<file path="config.mk">
export PLATFORM = sky130hd
export DESIGN_NAME = pin_bank
export DESIGN_NICKNAME = d
export VERILOG_FILES = /design/src/rtl/pin_bank_pkg.sv /design/src/rtl/pin_bank_rst_sync.sv /design/src/rtl/pin_bank_regs.sv /design/src/rtl/pin_bank_sync.sv /design/src/rtl/pin_bank_pad_ctl.sv /design/src/rtl/pin_bank.sv
export SDC_FILE = /design/constraint.sdc
export NUM_CORES = 1
export LEC_CHECK = 0
export CORE_ASPECT_RATIO = 0.75
export CORE_UTILIZATION = 40
export CTS_BUF_LIST = sky130_fd_sc_hd__clkbuf_4 sky130_fd_sc_hd__clkbuf_8
export CTS_CLUSTER_DIAMETER = 30
export DETAILED_ROUTE_END_ITERATION = 12
export PLACE_DENSITY = 0.77
export SLEW_MARGIN = 10
export SYNTH_ARGS = -nofsm -noshare
export SYNTH_HDL_FRONTEND = slang
export SYNTH_SLANG_ARGS = --single-unit
export TNS_END_PERCENT = 1
</file>
<file path="constraint.sdc">
create_clock -name clk -period 1.1 [get_ports clk]
set_input_delay 0.22 -clock clk [delete_from_list [all_inputs] [get_ports clk]]
set_output_delay 0.22 -clock clk [all_outputs]
set_load 0.1 [all_outputs]
</file>
<file path="src/rtl/pin_bank_pkg.sv">
package pin_bank_pkg;
  localparam int unsigned ADDR_W      = 2;
  localparam int unsigned SYNC_STAGES = 2;

  typedef enum logic [ADDR_W-1:0] {
    SEL_DIR  = 2'd0,
    SEL_LVL  = 2'd1,
    SEL_PIN  = 2'd2,
    SEL_NONE = 2'd3
  } reg_sel_e;
endpackage

</file>
<file path="src/rtl/pin_bank_rst_sync.sv">
module pin_bank_rst_sync (
  input  logic clk,
  input  logic arst_n,
  output logic rst_n_sync
);
  logic meta_q;
  logic hold_q;

  always_ff @(posedge clk or negedge arst_n) begin
    if (!arst_n) begin
      meta_q <= 1'b0;
      hold_q <= 1'b0;
    end else begin
      meta_q <= 1'b1;
      hold_q <= meta_q;
    end
  end

  assign rst_n_sync = hold_q;
endmodule

</file>
<file path="src/rtl/pin_bank_regs.sv">
module pin_bank_regs
  import pin_bank_pkg::*;
#(
  parameter int unsigned WIDTH = 8
) (
  input  logic             clk,
  input  logic             rst_n,
  input  logic             wr_en,
  input  reg_sel_e         sel,
  input  logic [WIDTH-1:0] wdata,
  output logic [WIDTH-1:0] dir_q,
  output logic [WIDTH-1:0] lvl_q
);
  logic             dir_en;
  logic             lvl_en;
  logic [WIDTH-1:0] dir_d;
  logic [WIDTH-1:0] lvl_d;

  always_comb begin
    dir_en = wr_en && (sel == SEL_DIR);
    lvl_en = wr_en && (sel == SEL_LVL);
    dir_d  = dir_en ? wdata : dir_q;
    lvl_d  = lvl_en ? wdata : lvl_q;
  end

  always_ff @(posedge clk or negedge rst_n) begin
    if (!rst_n) begin
      dir_q <= '0;
      lvl_q <= '0;
    end else begin
      dir_q <= dir_d;
      lvl_q <= lvl_d;
    end
  end

  a_r2_dir_load: assert property (@(posedge clk) disable iff (!rst_n)
    (wr_en && sel == SEL_DIR) |=> dir_q == $past(wdata));
  a_r5_lvl_load: assert property (@(posedge clk) disable iff (!rst_n)
    (wr_en && sel == SEL_LVL) |=> lvl_q == $past(wdata));
  a_r7_dir_hold: assert property (@(posedge clk) disable iff (!rst_n)
    !(wr_en && sel == SEL_DIR) |=> $stable(dir_q));
  a_r7_lvl_hold: assert property (@(posedge clk) disable iff (!rst_n)
    !(wr_en && sel == SEL_LVL) |=> $stable(lvl_q));
endmodule

</file>
<file path="src/rtl/pin_bank_sync.sv">
module pin_bank_sync #(
  parameter int unsigned WIDTH  = 8,
  parameter int unsigned STAGES = 2
) (
  input  logic             clk,
  input  logic             rst_n,
  input  logic [WIDTH-1:0] async_in,
  output logic [WIDTH-1:0] sync_out
);
  logic [WIDTH-1:0] stage_q [STAGES];

  always_ff @(posedge clk or negedge rst_n) begin
    if (!rst_n) stage_q[0] <= '0;
    else        stage_q[0] <= async_in;
  end

  for (genvar s = 1; s < STAGES; s++) begin : g_stage
    always_ff @(posedge clk or negedge rst_n) begin
      if (!rst_n) stage_q[s] <= '0;
      else        stage_q[s] <= stage_q[s-1];
    end
  end

  assign sync_out = stage_q[STAGES-1];
endmodule

</file>
<file path="src/rtl/pin_bank_pad_ctl.sv">
module pin_bank_pad_ctl #(
  parameter int unsigned WIDTH = 8
) (
  input  logic             clk,
  input  logic             rst_n,
  input  logic [WIDTH-1:0] dir,
  input  logic [WIDTH-1:0] lvl,
  output logic [WIDTH-1:0] oe,
  output logic [WIDTH-1:0] drive,
  output logic [WIDTH-1:0] pull
);
  for (genvar p = 0; p < WIDTH; p++) begin : g_pin
    always_comb begin
      oe[p]    = dir[p];
      drive[p] = dir[p] & lvl[p];
      pull[p]  = ~dir[p] & lvl[p];
    end
  end

  a_r4_pull_excl: assert property (@(posedge clk) disable iff (!rst_n)
    (pull & oe) == '0);
  a_r3_quiet_input: assert property (@(posedge clk) disable iff (!rst_n)
    (drive & ~oe) == '0);
endmodule

</file>
<file path="src/rtl/pin_bank.sv">
module pin_bank
  import pin_bank_pkg::*;
#(
  parameter int unsigned WIDTH = 8
) (
  input  logic              clk,
  input  logic              rst_n,
  input  logic [ADDR_W-1:0] bus_addr,
  input  logic [WIDTH-1:0]  bus_wdata,
  input  logic              bus_we,
  output logic [WIDTH-1:0]  bus_rdata,
  input  logic [WIDTH-1:0]  pad_in,
  output logic [WIDTH-1:0]  pad_oe,
  output logic [WIDTH-1:0]  pad_out,
  output logic [WIDTH-1:0]  pad_pu
);
  logic             rst_s_n;
  logic [WIDTH-1:0] dir_q;
  logic [WIDTH-1:0] lvl_q;
  logic [WIDTH-1:0] pin_s;
  reg_sel_e         sel;

  assign sel = reg_sel_e'(bus_addr);

  pin_bank_rst_sync u_rst (
    .clk        (clk),
    .arst_n     (rst_n),
    .rst_n_sync (rst_s_n)
  );

  pin_bank_regs #(.WIDTH(WIDTH)) u_regs (
    .clk   (clk),
    .rst_n (rst_s_n),
    .wr_en (bus_we),
    .sel   (sel),
    .wdata (bus_wdata),
    .dir_q (dir_q),
    .lvl_q (lvl_q)
  );

  pin_bank_sync #(.WIDTH(WIDTH), .STAGES(SYNC_STAGES)) u_sync (
    .clk      (clk),
    .rst_n    (rst_s_n),
    .async_in (pad_in),
    .sync_out (pin_s)
  );

  pin_bank_pad_ctl #(.WIDTH(WIDTH)) u_pad (
    .clk   (clk),
    .rst_n (rst_s_n),
    .dir   (dir_q),
    .lvl   (lvl_q),
    .oe    (pad_oe),
    .drive (pad_out),
    .pull  (pad_pu)
  );

  always_comb begin
    unique case (sel)
      SEL_DIR: bus_rdata = dir_q;
      SEL_LVL: bus_rdata = lvl_q;
      SEL_PIN: bus_rdata = pin_s;
      default: bus_rdata = '0;
    endcase
  end

  // Cycles since reset release, saturating, gates the latency check.
  logic [1:0] since_rst_q;
  always_ff @(posedge clk or negedge rst_s_n) begin
    if (!rst_s_n)                 since_rst_q <= '0;
    else if (since_rst_q != 2'd2) since_rst_q <= since_rst_q + 2'd1;
  end

  a_r6_pin_latency: assert property (@(posedge clk) disable iff (!rst_s_n)
    (since_rst_q == 2'd2 && sel == SEL_PIN) |-> bus_rdata == $past(pad_in, 2));
  a_r7_unused_zero: assert property (@(posedge clk) disable iff (!rst_s_n)
    (sel == SEL_NONE) |-> bus_rdata == '0);
endmodule

</file>
* Word-level counts from Yosys, hierarchy flattened
Cells that the tools add are included.
** Cells by class
- Bitwise logic cells :: 24
- Reductions and logical operators :: 3
- Mux-type cells :: 1
- Equality and inequality tests :: 2
** Operators by type and width (count)
- $pmux 8 s3 :: 1
- $and 1x1->1 :: 16
- $not 1->1 :: 8
- $eq 2x1->1 const B :: 1
- $eq 2x2->1 const B :: 1
- $logic_and 1x1->1 :: 2
- $logic_not 2->1 :: 1
** Storage, ports and cells
- Word-level logic and storage cells :: 36
- Output and inout bits :: 32
- Bits of input ports :: 21
- Register bits :: 34

* Logic depth before layout (Yosys ltp)
- Depth after elaboration :: 2
- Gate-level depth with buffers :: 4
- Gate-level depth less buffers :: 2

* By module
A second synthesis with hierarchy kept.
** Unflattened totals
- Cells, all modules :: 105
- Area total of the unflattened synthesis :: 1482.7 um2
** Modules (own cells, without submodules)
- pin_bank_regs :: times used 1, area each 610.6 um2, sequential area each 400.4 um2, cells each 34
- pin_bank_sync :: times used 1, area each 460.4 um2, sequential area each 400.4 um2, cells each 24
- pin_bank :: times used 1, area each 197.7 um2, sequential area each 0.0 um2, cells each 20
- pin_bank_pad_ctl :: times used 1, area each 160.2 um2, sequential area each 0.0 um2, cells each 24
- pin_bank_rst_sync :: times used 1, area each 53.8 um2, sequential area each 50.0 um2, cells each 3

* Worst setup path before layout
No wires, ideal clock.
- Path kind :: reg2out
- Start point :: reg u_regs.dir_q[0]
- End point :: out bus_rdata[0]
- Arrival time :: 2589 ps
- Slack :: -1709 ps
- Required time :: 880 ps
- Buffers on the path :: 0
- Stages on the path, launching flop included :: 3
- Cells stage by stage :: dfrtp_1 mux2i_1 o2bb2ai_1
** On the way
- Longest elaborated chain between the ends :: 1
** Ends and longest elaborated chain
- start, declared :: RTL line pin_bank_regs.sv:11 : output logic [WIDTH-1:0] dir_q,
- start signal, assigned :: RTL line pin_bank_regs.sv:31 : dir_q <= dir_d;
- $pmux 8 s3 :: RTL line pin_bank.sv:59 : unique case (sel)
- end, declared :: RTL line pin_bank.sv:11 : output logic [WIDTH-1:0] bus_rdata,
Every way passes these cells.

* Worst setup path in the final report
- Start point :: reg u_regs.dir_q[6]
- End point :: out bus_rdata[6]
Same word-level chain as after synthesis.

==> impl_results.md <==
* Antenna Violating Nets Remaining at 0
* Mapped Area at about 1400 µm²
* Pin count of the biggest net entering global routing at 33
* Critical Path End Type: output pin
* DIE HEIGHT at 52.38 µm
* Synth-to-Final Area Change at 113.4%
* Placed wire-length estimate at between 2 and 3 mm
* PD cells at 2122 nW/µm²
* I/O pins at 53
* Share of layout cells above drive strength 1 at 0.7229
* Syn Area/Cell at roughly 15 µm²
* Initial Utilization at 0.4389
* Final Net Count at 186
* Commonest non-fill, non-tap cell in the layout: buf_12
* Cell Rows at 17
* Failing checks: setup timing
* CTS Root Cell: clkbuf_8
* Routability cong. at 0.7503
* Final setup viols at between 40 and 50
* Via density per instance at between 5 and 6
* Clk_skew at 7.272 ps
* Clock period minus worst slack at around 1500 ps
* Max VDD drop at ~1.9 mV
* Pre-CTS setup slack at -688.8 ps
* Startpoint Class: flop
* Synth top area cells: dfrtp_1, mux2_2, mux2i_1
* Htree depth at 2
* Worst Hold Class: in2async
* Clock sink count at 34
* Post-CTS Setup Bufs at 0
* Initial antenna violation count at 0
* Post-DP Area at 2746 µm²
* TritonRoute pass-1 iters at 4
* Total grt overflow at 0
* Max Clk Rate at roughly 670 MHz
* DRC at 0
* Cell variety after synth at 12
* Proportion of synthesized chip area in sequential cells at 0.6285
* Outcome: finished with violations
* Hold-fix buffers, CTS at 0
* Final setup slack of the worst path at -397.6 ps
* Req. time, crit path at about 880 ps
* Final worst path period share at 1.361
* Avg WL per Cell at ~24 µm
* CP Max Fanout at 5
* Top cell type's share of synthesized area at 0.6285
* ANT cells at 0
* Clock Pin Slew Worst Setup and Hold Paths at 70 ps
* WP data arrival at between 1000 and 1500 ps
* Final hold viol count at 0
* CTS Buf Count at 5
* YS warnings at 0
* Pins over their slew limit at 0
* Commonest non-fill, non-tap cells in the layout: buf_12, dfrtp_1, clkdlybuf4s50_1, mux2_2
* Via count at around 1100
* CTS tree: done
* Tot GR Track Use at 0.2402
* Max-Cap Viols at 0
* Initial DRC count at 30
* Core Area at 3084 µm²
* CP Class: reg2out
* Setup TNS at -10720 ps
* Vias in the first global route at between 1000 and 1500
* Syn_nets at 110
* Leading area contributor after synthesis: dfrtp_1
* Die width at approximately 69 µm
* Clk_lat worst skew at a little under 300 ps
* PortBufs at between 50 and 60
* P_leak at between 0.001 and 0.0015 µW
* RSZ-0062 raised after global routing: true
* Synthesized flop and latch total at 34
* Global-route wire length before repair at between 6 and 7 mm
* Post-Route WL at around 4.8 mm
* Final instance area at 2889 µm²
* Die area at about 3600 µm²
* Mapped Cells at 89
* Clock Tree Buf Depth at 2
[critical path, stage by stage, from the launching register on]
cell	delay [ps]
dfrtp_4	540
mux2i_4	200
o2bb2ai_4	80
buf_12	160
[layout make-up]
class,count,area [µm²]
Timing Repair Buffer,72,1042
Sequential cell,34,880.8
Multi-Input combinational cell,52,820.8
Fill cell,73,195.2
Clock buffer,8,97.59
Tap cell,38,47.55
[state kept, by name, indices dropped and copies added, names as in the netlist]
signal	cells
u_regs.dir_q	8
u_regs.lvl_q	8
u_rst.meta_q	1
u_rst.rst_n_sync	1
u_sync.stage_q	8
u_sync.sync_out	8
[cells by family after synthesis]
logic type / count (synthesis) / share of synthesized area
other cells: 1 / 0.002770
compound gates: 8 / 0.05176
flops: 34 / 0.6285
simple gates: 19 / 0.1072
buf+inv: 3 / 0.01756
mux: 24 / 0.1922
[layer usage]
| metal | vias to the layer above | GRT usage | wire (µm) |
|---|---|---|---|
| met2 | 48 | 0.4709 | 2656 |
| met3 | 6 | 0.08654 | 196 |
| met4 | 0 | 0.06803 | 43 |
| met1 | 538 | 0.2441 | 1942 |
| li1 | 459 | - | - |
| met5 | - | 0 | 0 |
[what timing repair did]
action	CTS	global route
pin swaps	1	0
endpoints found under the setup margin	48	48
gates resized for setup	21	4
cloned	0	0
[worst paths after layout]
path,start,to,slack [ps],cells after the start
max,u_regs.dir_q[6],bus_rdata[6],-400,3
max reg2reg,u_regs.dir_q[3],u_regs.dir_q[3],70,2
min,rst_n,u_rst.meta_q,100,1
min reg2reg,u_rst.rst_n_sync,u_regs.lvl_q[1],300,1
min in group clk,u_rst.meta_q,u_rst.rst_n_sync,350,0
max in group asynchronous,u_rst.rst_n_sync,u_regs.dir_q[3],460,1
[report_power, final]
part	internal, µW	leakage (µW)	switching, µW
clock network	559	0.0000523	435
registers	1430	0.000391	287
logic	1380	0.000769	2030
total	3370	0.00121	2760
[Yosys cell counts, drive strengths merged]
library cell	instances
dfrtp	34
mux2	16
nor2b	9
and2	8
mux2i	8
o2bb2ai	8
buf	3
conb	1
nand3b	1
nor3b	1
[through the flow]
| stage | cells | power (µW) | util | hold WS [ps] |
|---|---|---|---|---|
| after floorplan | 89 | 3713 | - | -75.59 |
| after CTS | 204 | 6066 | 0.9327 | 92.69 |
| final | 204 | 6130 | 0.9367 | 102.1 |
| after detailed placement | 196 | 5006 | 0.8905 | 289.2 |
| after global placement | 196 | 4929 | 0.8905 | 264.4 |
| after global routing | 204 | 6273 | 0.9367 | 107.5 |
Note: power is estimated with default switching activity, not from simulation.
